$ cat src/rtl/dtg_pkg.sv
package dtg_pkg;
  localparam int DTG_NUM_OUTS = 2;
  localparam int DTG_OUT_SAME = 0;
  localparam int DTG_OUT_INV  = 1;
  localparam logic [2:0] DTG_MODE_DEADTIME = 3'b100;

  // Terminal count of the prescaler for a divide-by-2^sel, clamped to the max.
  function automatic int unsigned dtg_div_limit(input int unsigned sel, input int unsigned max_log2);
    int unsigned s;
    s = (sel > max_log2) ? max_log2 : sel;
    return (32'd1 << s) - 32'd1;
  endfunction
endpackage

$ cat src/rtl/dtg_edge_track.sv
module dtg_edge_track (
  input  logic clk,
  input  logic rst,
  input  logic en,
  input  logic pwm_in,
  output logic edge_det,
  output logic level
);
  logic pwm_q;
  logic en_q;

  always_ff @(posedge clk) begin
    if (rst) begin
      pwm_q <= 1'b0;
      en_q  <= 1'b0;
    end else begin
      pwm_q <= pwm_in;
      en_q  <= en;
    end
  end

  // A fresh enable is treated like an edge so turn-on always waits.
  assign edge_det = en & ((pwm_in != pwm_q) | ~en_q);
  assign level    = pwm_q;
endmodule

$ cat src/rtl/dtg_prescaler.sv
module dtg_prescaler #(
  parameter int SEL_W    = 3,
  parameter int MAX_LOG2 = 6
) (
  input  logic             clk,
  input  logic             rst,
  input  logic             clr,
  input  logic             run,
  input  logic [SEL_W-1:0] sel,
  output logic             tick
);
  localparam int CNT_W = (MAX_LOG2 < 1) ? 1 : MAX_LOG2;

  logic [CNT_W-1:0] cnt;
  logic [CNT_W-1:0] limit;

  always_comb begin
    limit = CNT_W'(dtg_pkg::dtg_div_limit(32'(sel), MAX_LOG2));
  end

  assign tick = run & (cnt == limit);

  always_ff @(posedge clk) begin
    if (rst || clr) begin
      cnt <= '0;
    end else if (run) begin
      cnt <= tick ? '0 : cnt + 1'b1;
    end
  end
endmodule

$ cat src/rtl/dtg_dead_counter.sv
module dtg_dead_counter #(
  parameter int CNT_W = 16
) (
  input  logic             clk,
  input  logic             rst,
  input  logic             clear,
  input  logic             load,
  input  logic [CNT_W-1:0] load_val,
  input  logic             tick,
  output logic             pending,
  output logic             expire
);
  logic [CNT_W-1:0] remain;

  assign expire = pending & tick & (remain == CNT_W'(1)) & ~load & ~clear;

  always_ff @(posedge clk) begin
    if (rst || clear) begin
      pending <= 1'b0;
      remain  <= '0;
    end else if (load) begin
      pending <= 1'b1;
      remain  <= load_val;
    end else if (pending && tick) begin
      remain <= remain - 1'b1;
      if (remain == CNT_W'(1)) begin
        pending <= 1'b0;
      end
    end
  end
endmodule

$ cat src/rtl/dtg_complementary.sv
module dtg_complementary #(
  parameter int CNT_W    = 16,
  parameter int SEL_W    = 3,
  parameter int MAX_LOG2 = 6,
  parameter int MODE_W   = 3
) (
  input  logic              clk,
  input  logic              rst,
  input  logic              pwm_in,
  input  logic [MODE_W-1:0] mode_sel,
  input  logic              polarity,
  input  logic [SEL_W-1:0]  presc_sel,
  input  logic [CNT_W-1:0]  dead_count,
  output logic              drv_same,
  output logic              drv_inv
);
  localparam int NOUT = dtg_pkg::DTG_NUM_OUTS;
  localparam logic [MODE_W-1:0] MODE_RUN = MODE_W'(dtg_pkg::DTG_MODE_DEADTIME);

  logic            en;
  logic            edge_det;
  logic            level;
  logic            tick;
  logic            pending;
  logic            expire;
  logic            dt_zero;
  logic [NOUT-1:0] act_q;
  logic [NOUT-1:0] act_n;
  logic [NOUT-1:0] out_q;

  assign en      = (mode_sel == MODE_RUN);
  assign dt_zero = (dead_count == '0);

  dtg_edge_track u_edge (
    .clk      (clk),
    .rst      (rst),
    .en       (en),
    .pwm_in   (pwm_in),
    .edge_det (edge_det),
    .level    (level)
  );

  dtg_prescaler #(
    .SEL_W    (SEL_W),
    .MAX_LOG2 (MAX_LOG2)
  ) u_presc (
    .clk  (clk),
    .rst  (rst),
    .clr  (edge_det | ~en),
    .run  (pending),
    .sel  (presc_sel),
    .tick (tick)
  );

  dtg_dead_counter #(
    .CNT_W (CNT_W)
  ) u_dead (
    .clk      (clk),
    .rst      (rst),
    .clear    (~en),
    .load     (edge_det & ~dt_zero),
    .load_val (dead_count),
    .tick     (tick),
    .pending  (pending),
    .expire   (expire)
  );

  // Next active state, before polarity.
  always_comb begin
    act_n = act_q;
    if (!en) begin
      act_n = '0;
    end else if (edge_det) begin
      act_n = '0;
      if (dt_zero) begin
        act_n[dtg_pkg::DTG_OUT_SAME] = pwm_in;
        act_n[dtg_pkg::DTG_OUT_INV]  = ~pwm_in;
      end
    end else if (expire) begin
      act_n[dtg_pkg::DTG_OUT_SAME] = level;
      act_n[dtg_pkg::DTG_OUT_INV]  = ~level;
    end
  end

  for (genvar i = 0; i < NOUT; i++) begin : g_out
    always_ff @(posedge clk) begin
      if (rst) begin
        act_q[i] <= 1'b0;
        out_q[i] <= polarity;
      end else begin
        act_q[i] <= act_n[i];
        out_q[i] <= act_n[i] ^ polarity;
      end
    end
  end

  assign drv_same = out_q[dtg_pkg::DTG_OUT_SAME];
  assign drv_inv  = out_q[dtg_pkg::DTG_OUT_INV];
endmodule

$ cat config.mk
export PLATFORM = sky130hd
export DESIGN_NAME = dtg_complementary
export DESIGN_NICKNAME = d
export VERILOG_FILES = /design/src/rtl/dtg_pkg.sv /design/src/rtl/dtg_edge_track.sv /design/src/rtl/dtg_prescaler.sv /design/src/rtl/dtg_dead_counter.sv /design/src/rtl/dtg_complementary.sv
export SDC_FILE = /design/constraint.sdc
export NUM_CORES = 1
export LEC_CHECK = 0
export BUFFER_PORTS_ARGS = -buffer_cell sky130_fd_sc_hd__buf_2
export CAP_MARGIN = 20
export CELL_PAD_IN_SITES_DETAIL_PLACEMENT = 0
export CELL_PAD_IN_SITES_GLOBAL_PLACEMENT = 2
export CORE_UTILIZATION = 32
export CTS_CLUSTER_DIAMETER = 200
export CTS_CLUSTER_SIZE = 8
export DETAILED_ROUTE_END_ITERATION = 6
export PLACE_DENSITY_LB_ADDON = 0.1
export SETUP_SLACK_MARGIN = 0.5
export SLEW_MARGIN = 20
export SYNTH_ARGS = -nofsm -noshare
export SYNTH_HDL_FRONTEND = slang
export SYNTH_SLANG_ARGS = --single-unit
$ cat constraint.sdc
create_clock -name clk -period 2.8 [get_ports clk]
set_input_delay 0.28 -clock clk [delete_from_list [all_inputs] [get_ports clk]]
set_output_delay 0.28 -clock clk [all_outputs]
set_load 0.01 [all_outputs]
# Yosys cells after proc, flatten, opt, wreduce, memory -nomap -nowiden
# Index checks and enable logic that the tools add are counted.
# word_totals
reg_bits	29
input_bits	26
out_inout_bits	2
wordCells	55
# op_classes
addsub	3
magnitude_cmp	1
n_eq_ne	4
n_shift	1
muxes	13
bitwise_logic	17
reduce_logical	7
# ops
operator	n
two-way mux 16 bit	2
left shift 1 x 32 -> 6 bit (first input constant)	1
== test 16 x 1 -> 1 bit (second input constant)	1
logical NOT 16 bit	1
subtractor 16 x 1 -> 16 bit (second input constant)	1
two-way mux 2 bit	4
AND 1 bit	7
adder 6 x 1 -> 6 bit (second input constant)	1
== test 6 bit	1
two-way mux 6 bit	1
inverter 1 bit	6
subtractor 6 x 1 -> 6 bit (second input constant)	1
two-way mux 1 bit	5
nonzero test 2 bit	2
== test 3 bit (second input constant)	1
> comparator 3 bit (second input constant)	1
two-way mux 3 bit	1
logical OR 1 bit	2
OR 1 bit	2
AND reduction 2 bit	1
bitwise XOR 1 bit	2
logical AND 1 bit	1
inequality test 1 bit	1

# Longest topological paths before layout
# Gate-level depths: netlist of the first run.
# depth
ltp_word	15
mapped_depth	9
mapped_depth_nobuf	7

# By module
# From an unflattened synthesis of the first run, not the netlist that was laid out.
# unflattened
hier_cells	194
hier_area_um2	1689.1
# by_module_without_submodules
module	n_inst	cells_per_inst	area_each_um2	seq_area_each_um2
dtg_dead_counter	1	108	937.1	340.3
dtg_prescaler	1	48	415.4	120.1
dtg_complementary	1	32	267.8	80.1
dtg_edge_track	1	6	68.8	40.0

# Worst setup path before layout of the first run
# No wires, ideal clock.
# synth_path
path_type	flip-flop to flip-flop
start	reg u_dead.remain[8]
end	reg out_q[1], in the netlist drv_inv
setup_time_ns	0.072
arrival_time_ns	2.399
t_required_ns	2.728
path_slack_ns	0.330
path_stages_with_launch	8
path_buffers	1
synth_period_minus_slack_ns	2.470
cell_sequence	dfxtp_1 or4_4 or3b_1 buf_2 or3_1 or4_1 a31oi_2 xor2_1
# synth_via
elab_chain_len	9
# synth_lines
element	line_no	source
from (decl)	dtg_dead_counter.sv:13	logic [CNT_W-1:0] remain;
from (signal assigned)	dtg_dead_counter.sv:23	remain <= load_val;
from (signal assigned)	dtg_dead_counter.sv:25	remain <= remain - 1'b1;
== test 16 x 1 -> 1 bit	dtg_dead_counter.sv:15	assign expire = pending & tick & (remain == CNT_W'(1)) & ~load & ~clear;
AND 1 bit (3 in a row)	dtg_dead_counter.sv:15	
two-way mux 2 bit	dtg_complementary.sv:79	end else if (expire) begin
two-way mux 2 bit	dtg_complementary.sv:73	end else if (edge_det) begin
two-way mux 2 bit	dtg_complementary.sv:71	if (!en) begin
bitwise XOR 1 bit	dtg_complementary.sv:92	out_q[i] <= act_n[i] ^ polarity;
two-way mux 1 bit	dtg_complementary.sv:87	if (rst) begin
to (signal, indexed assignment)	dtg_complementary.sv:89	out_q[i] <= polarity;
to (signal, indexed assignment)	dtg_complementary.sv:92	
to (decl)	dtg_complementary.sv:29	logic [NOUT-1:0] out_q;
# No other way between the ends.
# A chain may end at the register's enable or synchronous reset.

# Worst setup path after layout of the first run
# layout_path
start	reg u_dead.remain[10]
end	reg out_q[1], in the netlist drv_inv
# The elaborated chain is that of the path after synthesis.

==> metrics.csv, run 1 <==
stage,metric,value,unit
setup_path,worst-path maximum fanout,2,
finish,share of layout cells above drive strength 1,28.51,%
synth,most area-consuming cells after synthesis,"dfxtp_1, xnor2_1, a21oi_1, o21ai_0, nor4_1",
setup_path,crit-path cells,or4_4 > or3b_4 > or3_1 > or4_4 > a31oi_4 > xor2_1,
place,estimated wirelength of the detail-placed design,3197,µm
place,placed insts,296,
global_routing,first-pass GRT wire length,7300,µm
synth,syn nets,234,
timing,"Hold Vio Cnt, Final",0,
finish,"most common cell after layout, fill and taps aside",buf_2,
pwr,share of total power in the clock network,47.7,%
cts,clk sink count,29,
setup_path,WP data required,3.02,ns
detailed_routing,DRC violations left,0,
pwr,Seq pwr share,43.7,%
detailed_routing,via count,1669,
global_routing,initial antenna violation count,0,
synth,register area share after synthesis,35.02,%
run,number of max-cap violations,0,
setup_path,Worst Path Buf+Inv,0,
pwr,Cell Int Power,742.7,µW
setup_path,CP peak stage delay,0.53,ns
pwr,sw power,217.9,µW
timing,slew of the pin with the lowest slew margin,0.7079,ns
finish,"commonest non-fill, non-tap cells in the layout","buf_2, dfxtp_1, a21oi_1",
pwr,Tot Pwr,960.6,µW
detailed_routing,routed vias/inst,5.401,
setup_path,"Largest delay share family, worst path",simple AND/OR/NAND/NOR gates,
synth,library cells used by synthesis,44,
finish,# nets final,270,
pwr,power share of the combinational group,8.7,%
finish,synthesis-to-finish area growth,30.87,%
finish,fillers,504,
timing,fin crit period,2.433,ns
finish,Seq. cell area,584.3,µm²
detailed_routing,Routed WL per cell,14.52,µm
cts,TritonCTS Buffers,5,
synth,mux cell area share after synthesis,0.6038,%
detailed_routing,DR pass1 iterations,4,
timing,max-slew violations,0,
cts,H-tree depth,2,
setup_path,Setup Crit Path Kind,register to register,
setup_path,cell mode on critical path,or4_4,
synth,"FFs w/ async S/R, synth",0,%
pwr,Power Density,442.8,mW/mm²
setup_path,CP startpoint kind,register,
finish,number of inserted diodes,0,
global_routing,gr usage total,17.68,%
setup_path,CP endpoint kind,register,
synth,share of the synthesized area in the top cell type,35.02,%
cts,Clock Path Buffers,2,
synth,mapped cell area,0.001658,mm²
detailed_routing,Final ANT Viol Nets,0,
setup_path,critical path arrival,2.65,ns
global_routing,total gr overflow,0,
timing,Clock Skew,0.008571,ns
global_routing,largest net degree at the start of global routing,24,
finish,Multi-input gate area,0.001120,mm²
place,Placer Congestion,0.8216,
synth,cells after synthesis,205,
floorplan,Core Box Area,0.004848,mm²
synth,Most used DFF post-synth,dfxtp_1,
floorplan,die width,73.98,µm
detailed_routing,DR iter-0 viols,91,
timing,RSZ-0062 raised after global routing,yes,
floorplan,Die ar.,0.005472,mm²
synth,main combinational cell family by area after synthesis,simple AND/OR/NAND/NOR gates,
synth,Synth Area per Inst,8.087,µm²
floorplan,Rows,25,
setup_path,slowest CP cell,or4_4,
cts,"Hold-fix buffers, CTS",0,
cts,Root Driver,clkbuf_8,
floorplan,I/O pin count,28,
synth,xor-xnor portion of the synthesized cell area,12.68,%
floorplan,die height,73.98,µm
finish,fin util,44.75,%
synth,Post-synth EDFFs,0,
synth,Yosys reg bits,29,
synth,simple-gate share of the synthesized area,27.85,%
run_status,status,"complete, no violations",
pwr,Static Leak,0.7771,nW
synth,Yosys top cell by area,dfxtp_1,
cts,"CTS clk-pin slew, worst paths",0.07,ns
timing,setup_tns,0,ns
synth,compound-gate portion of the synthesized area,17.89,%
finish,fin cells,309,
worst_hold_path,min-delay worst type,input port to register,
cts,CTS tree,yes,
synth,Adder-Cell Fraction of Synth Area,2.264,%
global_routing,vias in the first global route,1504,
detailed_routing,final WL,4487,µm
timing,crit share post-route,86.89,%
synth,Yosys warning total,0,
place,IO buf count,27,
pwr,maximum vdd drop,0.1818,mV
timing,Slew HR,52.14,%
timing,Highest Clock Rate,0.4110,GHz
pwr,switching share of power,22.68,%
floorplan,Starting Density,34.19,%
cts,later-pin clock latency in the skew report,0.28,ns
timing,number of setup violations in the final report,0,
worst reg2reg max path, delay by kind of cell, from the launching register on:
kind / cells / cell delay (ns)
AND/OR/NAND/NOR: 4 / 1.72
flip-flops: 1 / 0.32
AO/OA/AOI/OAI: 1 / 0.19
XOR/XNOR: 1 / 0.14
cell families after synthesis:
kind of cell,after synthesis
fa+ha+maj,3
flops,29
buf+inv,16
simple gates,82
mux,1
compound gates,50
xor+xnor,24
path summary, 6_finish.rpt:
check                                 start                           to  slack [ns]  depth (start not counted)
max          u_dead.remain[10]$_SDFFE_PP0P_              drv_inv$_DFF_P_        0.37                          6
min                                polarity              drv_inv$_DFF_P_        0.20                          2
max reg2reg  u_dead.remain[10]$_SDFFE_PP0P_              drv_inv$_DFF_P_        0.37                          6
min reg2reg     u_presc.cnt[1]$_SDFFE_PP0P_  u_presc.cnt[1]$_SDFFE_PP0P_        0.55                          2
metrics by stage:
step                      hold slack (ns)  setup slack, ns  cell area [µm²]
after floorplan                    0.3516           0.3628             1658
after global placement             0.5002           0.3726             1907
after detailed placement           0.5014           0.3297             1907
after CTS                          0.1900           0.3557             2063
after global routing               0.1959           0.3153             2170
final                              0.1951           0.3670             2170
power groups by stage:
stage          sequential, mW  combinational, mW  clock [mW]
2_1_floorplan           0.429             0.0364           0
3_3_place_gp            0.429             0.0741           0
3_5_place_dp            0.429             0.0751           0
4_1_cts                 0.419             0.0773       0.467
5_1_grt                 0.420             0.0922       0.487
6_report                0.419             0.0833       0.458
sequential cells by signal, summed over array words and instances, names as in the netlist:
register        count
drv_same            1
u_dead.remain      16
u_dead.pending      1
u_edge.level        1
u_presc.cnt         6
act_q               2
drv_inv             1
u_edge.en_q         1
Yosys cell counts (all sizes together), types with 4 or more instances:
master,count
nor3,12
clkbuf,8
xor2,7
dfxtp,29
or4,4
nand4,4
nor2,12
a21oi,20
xnor2,17
inv,5
nand2,11
nor4,12
o21ai,16
nand3,9
routing by layer:
| layer | share of wire, % | up-vias | track usage [%] |
|---|---|---|---|
| li1 | - | 831 | - |
| met1 | 49 | 779 | 24.29 |
| met2 | 45 | 50 | 27.58 |
| met3 | 4.7 | 9 | 3.794 |
| met4 | 1.5 | 0 | 5.769 |
| met5 | 0 | - | 0 |
cell type report:
class                   instances  area share [%]
multi-input cells             160           51.61
flip-flops and latches         29           26.93
repair buffers                 40           11.36
clock buffers                   7           3.979
well taps                      67           3.864
clock inverters                 1           1.384
inverters                       5          0.8651
timing repair:
| item | in CTS | in global routing |
|---|---|---|
| setup buffers | 3 | 1 |
| endpoints found under the setup margin | 5 | 17 |
| gates cloned | 0 | 1 |
| pin swaps | 4 | 1 |
| hold endpoints to repair | 0 | 0 |
| gates resized for setup | 5 | 16 |
Power figures use the tool's default switching activity.
==> inputs of run 2 (changes only) <==
==> constraint.sdc (replaced) <==
create_clock -name clk -period 2.8 [get_ports clk]
set_input_delay 0 -clock clk [delete_from_list [all_inputs] [get_ports clk]]
set_output_delay 0 -clock clk [all_outputs]
set_load 0.01 [all_outputs]
==> run 2 against run 1 <==
  * Register-to-register slack about the same
  * Combinational power down 5.0%
  * Final cell count down 0.32%
  * Die area unchanged
  * First-iteration DRC count down 42%
  * Routed wire length down 4.5%
  * Critical path depth unchanged
  * Critical endpoint unchanged
  * Largest cell class unchanged
  * Largest power group is now registers
==> metrics.csv, run 2 (synthesis gave the netlist of run 1 again) <==
stage,metric,value,unit,change
global_routing,first-pass GRT wire length,7079,µm,-3.0%
setup_path,cell mode on critical path,or4_4,,
setup_path,worst-path maximum fanout,2,,unchanged
detailed_routing,DR iter-0 viols,53,,-42%
place,estimated wirelength of the detail-placed design,3210,µm,+0.40%
setup_path,reg-to-reg startpoint,u_dead.remain[8]$_SDFFE_PP0P_,,
finish,synthesis-to-finish area growth,25.21,%,
setup_path,WP data required,3.01,ns,about the same
floorplan,Rows,25,,unchanged
pwr,Power Density,411.2,mW/mm²,-7.1%
setup_path,CP startpoint kind,register,,
cts,Clock Path Buffers,2,,unchanged
place,placed insts,295,,-0.34%
finish,# nets final,270,,unchanged
detailed_routing,routed vias/inst,5.166,,-4.4%
timing,Slew HR,56.43,%,+4.3 points
pwr,switching share of power,24.21,%,+1.5 points
finish,Seq. cell area,583.1,µm²,-0.21%
finish,biggest regs,"u_dead.remain x16, u_presc.cnt x6, act_q x2",,
run,number of max-cap violations,0,,unchanged
floorplan,Die ar.,0.005472,mm²,unchanged
place,IO buf count,27,,unchanged
pwr,Tot Pwr,853.6,µW,-11%
floorplan,Core Box Area,0.004848,mm²,unchanged
timing,setup_tns,0,ns,unchanged
setup_path,crit path launch,u_dead.remain[8]$_SDFFE_PP0P_,,
setup_path,slowest CP cell,or4_4,,
pwr,Seq pwr share,49.1,%,+5.4 points
pwr,Cell Int Power,646.9,µW,-13%
timing,RSZ-0062 raised after global routing,yes,,
floorplan,Starting Density,34.19,%,unchanged
timing,crit share post-route,86.51,%,-0.38 points
global_routing,vias in the first global route,1477,,-1.8%
timing,slew of the pin with the lowest slew margin,0.6522,ns,-0.05572 ns
global_routing,total gr overflow,0,,unchanged
place,Placer Congestion,0.7645,,-6.9%
finish,Multi-input gate area,0.001060,mm²,-5.4%
finish,number of inserted diodes,0,,unchanged
cts,clk sink count,29,,unchanged
detailed_routing,Routed WL per cell,13.91,µm,-4.2%
setup_path,CP endpoint kind,register,,
finish,Reg with most FFs,u_dead.remain,,
detailed_routing,final WL,4283,µm,-4.5%
pwr,power share of the combinational group,9.3,%,+0.6 points
cts,"CTS clk-pin slew, worst paths",0.06,ns,about the same
worst_hold_path,hold path start,dead_count[14],,
pwr,share of total power in the clock network,41.6,%,-6.1 points
pwr,sw power,206.7,µW,-5.2%
finish,fin cells,308,,-0.32%
cts,Root Driver,clkbuf_8,,
detailed_routing,Final ANT Viol Nets,0,,unchanged
finish,Largest register FFs,16,,unchanged
timing,Clock Skew,0.004158,ns,-0.004413 ns
global_routing,gr usage total,17.17,%,-0.51 points
global_routing,largest net degree at the start of global routing,24,,unchanged
setup_path,Setup Crit Path Kind,register to register,,
global_routing,initial antenna violation count,0,,unchanged
finish,share of layout cells above drive strength 1,24.48,%,-4.0 points
cts,CTS tree,yes,,
cts,later-pin clock latency in the skew report,0.28,ns,about the same
detailed_routing,DR pass1 iterations,4,,unchanged
setup_path,CP peak stage delay,0.53,ns,about the same
finish,fillers,526,,+4.4%
timing,WHS,0.01938,ns,-0.1757 ns
timing,"Hold Vio Cnt, Final",0,,unchanged
pwr,Static Leak,0.7404,nW,-4.7%
floorplan,die height,73.98,µm,unchanged
pwr,maximum vdd drop,0.2024,mV,+11%
detailed_routing,via count,1591,,-4.7%
worst_hold_path,min-delay worst type,input port to register,,
floorplan,I/O pin count,28,,unchanged
cts,H-tree depth,2,,unchanged
detailed_routing,DRC violations left,0,,unchanged
timing,Highest Clock Rate,0.4128,GHz,+0.44%
timing,max-slew violations,0,,unchanged
timing,fin crit period,2.422,ns,-0.01069 ns
floorplan,die width,73.98,µm,unchanged
cts,TritonCTS Buffers,5,,unchanged
setup_path,critical path arrival,2.64,ns,about the same
setup_path,crit-path cells,or4_4 > or3b_4 > or3_1 > or4_4 > a31oi_4 > xor2_1,,
finish,"commonest non-fill, non-tap cells in the layout","dfxtp_1, buf_2, a21oi_1",,
run_status,status,"complete, no violations",,
timing,number of setup violations in the final report,0,,unchanged
[run 2: changes by cell type in the layout (fill, tap and decap cells not counted), sizes merged]
cell         before  now
buf              40   37
bufinv            1    0
dlygate4sd3       0    3
[run 2: final timing paths]
kind	end	slack [ns]	cells after the start
worst min register to register	u_presc.cnt[1]$_SDFFE_PP0P_	0.55	2
worst min-delay path	u_dead.remain[14]$_SDFFE_PP0P_	0.02	3
worst max register to register	drv_inv$_DFF_P_	0.38	6
worst max-delay path	drv_inv$_DFF_P_	0.38	6
[run 2: what timing repair did]
action,CTS,global route
hold buffers,3,0
gates resized for setup,1,10
endpoints found under the setup margin,6,16
hold endpoints to repair,4,0
pin swaps,0,4
setup buffers,1,2
[run 2: layer usage]
metal	vias to the layer above	track usage (%)	routed length (µm)
met4	0	6.197	55
li1	821	-	-
met2	29	25.86	1893
met1	735	23.53	2157
met5	-	0	0
met3	6	4.607	177
[run 2: area by class of cell]
cell class / instances / share of cell area (%)
flip-flops and latches: 29 / 28.09
well taps: 67 / 4.039
clock buffers: 7 / 4.159
repair buffers: 40 / 11.75
multi-input cells: 160 / 51.06
inverters: 5 / 0.9042
[run 2: power groups by stage]
| stage | Sequential, mW | Clock [mW] | Combinational [mW] |
|---|---|---|---|
| finish | 0.419 | 0.355 | 0.0791 |
| global route | 0.420 | 0.383 | 0.0879 |
| CTS | 0.419 | 0.365 | 0.0773 |
| detailed placement | 0.429 | 0 | 0.0727 |
| global placement | 0.429 | 0 | 0.0718 |
| floorplan | 0.429 | 0 | 0.0364 |
[run 2: metrics by stage]
step                      worst slack (ns)  util, %  area (µm²)
after detailed placement            0.3277    38.92        1887
after floorplan                     0.3628        -        1658
after global placement              0.3681    38.92        1887
after CTS                           0.3509    41.52        2013
after global routing                0.2908    42.81        2076
final                               0.3777    42.81        2076
[run 2: worst max-delay path, delay by kind of cell, from the launching register on]
kind,cells,cell delay [ns]
AO/OA/AOI/OAI,1,0.18
XOR/XNOR,1,0.15
flip-flops,1,0.32
AND/OR/NAND/NOR,4,1.70
==> inputs of run 3 (changes only) <==
--- a/config.mk
+++ b/config.mk
@@ -9,6 +9,7 @@
 export CAP_MARGIN = 20
 export CELL_PAD_IN_SITES_DETAIL_PLACEMENT = 0
 export CELL_PAD_IN_SITES_GLOBAL_PLACEMENT = 2
+export CORE_ASPECT_RATIO = 2
 export CORE_UTILIZATION = 32
 export CTS_CLUSTER_DIAMETER = 200
 export CTS_CLUSTER_SIZE = 8
==> run 3 against run 2 <==
  * Design area rose by 0.30%
  * Total power rose by 11%
  * Sequential power barely moved
  * First-iteration DRC count fell by 28%
==> metrics.csv, run 3 (synthesis gave the netlist of run 1 again) <==
stage,metric,value,unit,change
cts,"CTS clk-pin slew, worst paths",0.06,ns,about the same
pwr,maximum vdd drop,0.2848,mV,+41%
setup_path,crit-path cells,or4_4 > or3b_1 > or3_1 > or4_4 > a31oi_4 > xor2_1,,
place,IO buf count,27,,unchanged
finish,fillers,513,,-2.5%
setup_path,CP startpoint kind,register,,
global_routing,met3 Use GR,3.671,%,-0.94 points
setup_path,CP endpoint kind,register,,
cts,clk sink count,29,,unchanged
finish,design area,0.002082,mm²,+0.30%
global_routing,initial antenna violation count,0,,unchanged
global_routing,GR Util met1,17.31,%,-6.2 points
place,estimated wirelength of the detail-placed design,3466,µm,+8.0%
global_routing,total gr overflow,0,,unchanged
cts,H-tree depth,2,,unchanged
cts,later-pin clock latency in the skew report,0.28,ns,about the same
floorplan,die height,103.8,µm,+40%
floorplan,I/O pin count,28,,unchanged
finish,biggest regs,"u_dead.remain x16, u_presc.cnt x6, act_q x2",,
pwr,Power Density,454.9,mW/mm²,+11%
floorplan,die width,52.90,µm,-28%
finish,Largest register FFs,16,,unchanged
detailed_routing,via count,1628,,+2.3%
setup_path,slowest CP cell,or4_4,,
timing,Highest Clock Rate,0.4251,GHz,+3.0%
setup_path,"Largest delay share family, worst path",simple AND/OR/NAND/NOR gates,,
setup_path,CP peak stage delay,0.54,ns,about the same
timing,slew of the pin with the lowest slew margin,0.6208,ns,-0.03136 ns
timing,WHS,0.01343,ns,-0.005947 ns
cts,Root Driver,clkbuf_8,,
setup_path,WP data required,3.01,ns,about the same
worst_hold_path,min-delay worst type,input port to register,,
worst_hold_path,WHS Path Cells,3,,unchanged
timing,setup_tns,0,ns,unchanged
detailed_routing,DR iter-0 viols,38,,-28%
setup_path,Worst Path Buf+Inv,0,,unchanged
place,Placement Cell Area,0.001859,mm²,-1.5%
detailed_routing,DR pass1 iterations,4,,unchanged
finish,"commonest non-fill, non-tap cells in the layout","buf_2, dfxtp_1, a21oi_1",,
setup_path,reg-to-reg startpoint,u_dead.remain[10]$_SDFFE_PP0P_,,
cts,Clock Path Buffers,2,,unchanged
setup_path,FF-to-FF End,drv_inv$_DFF_P_,,
timing,Clock Skew,0.005186,ns,+0.001028 ns
pwr,power share of the combinational group,8.2,%,-1.1 points
detailed_routing,final WL,4429,µm,+3.4%
floorplan,Core Box Area,0.004910,mm²,+1.3%
floorplan,Starting Density,33.77,%,-0.43 points
timing,RSZ-0062 raised after global routing,yes,,
run,number of max-cap violations,0,,unchanged
place,Placer Congestion,0.8295,,+8.5%
timing,"Hold Vio Cnt, Final",0,,unchanged
global_routing,first-pass GRT wire length,7445,µm,+5.2%
floorplan,Rows,36,,+44%
run_status,status,"complete, no violations",,
global_routing,GR peak layer,met2,,
pwr,switching share of power,21.78,%,-2.4 points
setup_path,cell mode on critical path,or4_4,,
setup_path,R2R Setup Slk,0.45,ns,+0.07 ns
finish,share of layout cells above drive strength 1,24.58,%,+0.10 points
global_routing,gr usage total,18.39,%,+1.2 points
setup_path,critical path arrival,2.57,ns,-0.07 ns
finish,number of inserted diodes,0,,unchanged
worst_hold_path,Hold EP,u_dead.remain[13]$_SDFFE_PP0P_,,
worst_hold_path,hold path start,dead_count[13],,
detailed_routing,Routed WL per cell,14.91,µm,+7.2%
finish,# nets final,268,,-0.74%
global_routing,vias in the first global route,1658,,+12%
detailed_routing,DRC violations left,0,,unchanged
cts,TritonCTS Buffers,5,,unchanged
pwr,sw power,206.3,µW,-0.16%
global_routing,largest net degree at the start of global routing,22,,-8.3%
pwr,share of total power in the clock network,47.5,%,+5.9 points
detailed_routing,Final ANT Viol Nets,0,,unchanged
setup_path,worst-path maximum fanout,4,,+2
cts,CTS tree,yes,,
pwr,Static Leak,0.7472,nW,+0.92%
timing,number of setup violations in the final report,0,,unchanged
timing,fin crit period,2.352,ns,-0.06984 ns
timing,max-slew violations,0,,unchanged
timing,crit share post-route,84.02,%,-2.5 points
pwr,Seq pwr share,44.3,%,-4.8 points
detailed_routing,routed vias/inst,5.481,,+6.1%
pwr,Cell Int Power,740.9,µW,+15%
finish,synthesis-to-finish area growth,25.59,%,
floorplan,Die ar.,0.005490,mm²,+0.32%
timing,Slew HR,58.61,%,+2.2 points
global_routing,met2 Track Usage GR,34.99,%,+9.1 points
setup_path,Setup Crit Path Kind,register to register,,
setup_path,worst reg2reg path depth,6,,unchanged
finish,"most common cell after layout, fill and taps aside",buf_2,,
finish,Reg with most FFs,u_dead.remain,,
## run 3: area by class of cell
| class | count | area (µm²) | area share, % |
|---|---|---|---|
| Clock buffer | 7 | 86.33 | 4.147 |
| Tap cell | 57 | 71.32 | 3.425 |
| Sequential cell | 29 | 584.3 | 28.06 |
| Timing Repair Buffer | 38 | 229.0 | 11.00 |
| Multi-Input combinational cell | 160 | 1062 | 51.02 |
| Clock inverter | 1 | 30.03 | 1.442 |
| Inverter | 5 | 18.77 | 0.9014 |
## run 3: timing repair
item,CTS,global route
endpoints found under the setup margin,10,14
endpoints found under the hold margin,4,0
hold buffers,3,0
resized for setup,11,2
buffers inserted,3,0
pin swaps,7,4
## run 3: through the flow
step	setup WS [ns]	cells	power [mW]	utilization (%)
2_1_floorplan	0.3628	205	0.4651	-
5_1_grt	0.3233	297	0.9917	42.41
4_1_cts	0.3886	297	0.9583	42.20
3_5_place_dp	0.3598	283	0.5000	37.87
6_report	0.4475	297	0.9472	42.41
3_3_place_gp	0.3673	283	0.4993	37.87
## run 3: worst max path at each step
stage | startpoint | endpoint | slack [ns] | cells after the start
6_report | u_dead.remain[10]$_SDFFE_PP0P_ | drv_inv$_DFF_P_ | 0.45 | 6
3_3_place_gp | u_dead.remain[8]$_SDFFE_PP0P_ | drv_inv$_DFF_P_ | 0.37 | 6
3_5_place_dp | u_dead.remain[8]$_SDFFE_PP0P_ | drv_inv$_DFF_P_ | 0.36 | 6
2_1_floorplan | u_dead.remain[8]$_SDFFE_PP0P_ | drv_inv$_DFF_P_ | 0.36 | 7
5_1_grt | u_dead.remain[10]$_SDFFE_PP0P_ | drv_inv$_DFF_P_ | 0.32 | 6
4_1_cts | u_dead.remain[10]$_SDFFE_PP0P_ | drv_inv$_DFF_P_ | 0.39 | 6
## run 3: power by group through the flow
stage / Clock, mW / Sequential [mW] / Combinational [mW]
after floorplan: 0 / 0.429 / 0.0364
after global placement: 0 / 0.429 / 0.0707
after detailed placement: 0 / 0.429 / 0.0713
after CTS: 0.461 / 0.419 / 0.0776
after global routing: 0.485 / 0.420 / 0.0867
final: 0.450 / 0.419 / 0.0776
## run 3: per-layer routing
| layer | part of all wire [%] | vias up |
|---|---|---|
| met2 | 58 | 34 |
| met5 | 0 | - |
| met3 | 2.8 | 10 |
| met4 | 2.8 | 0 |
| met1 | 37 | 766 |
| li1 | - | 818 |
## run 3: worst reg2reg max path: stages (launching register included)
cell and delay (ns):
dfxtp_2 0.32, or4_4 0.54, or3b_1 0.37, or3_1 0.31, or4_4 0.44, a31oi_4 0.16
xor2_1 0.15
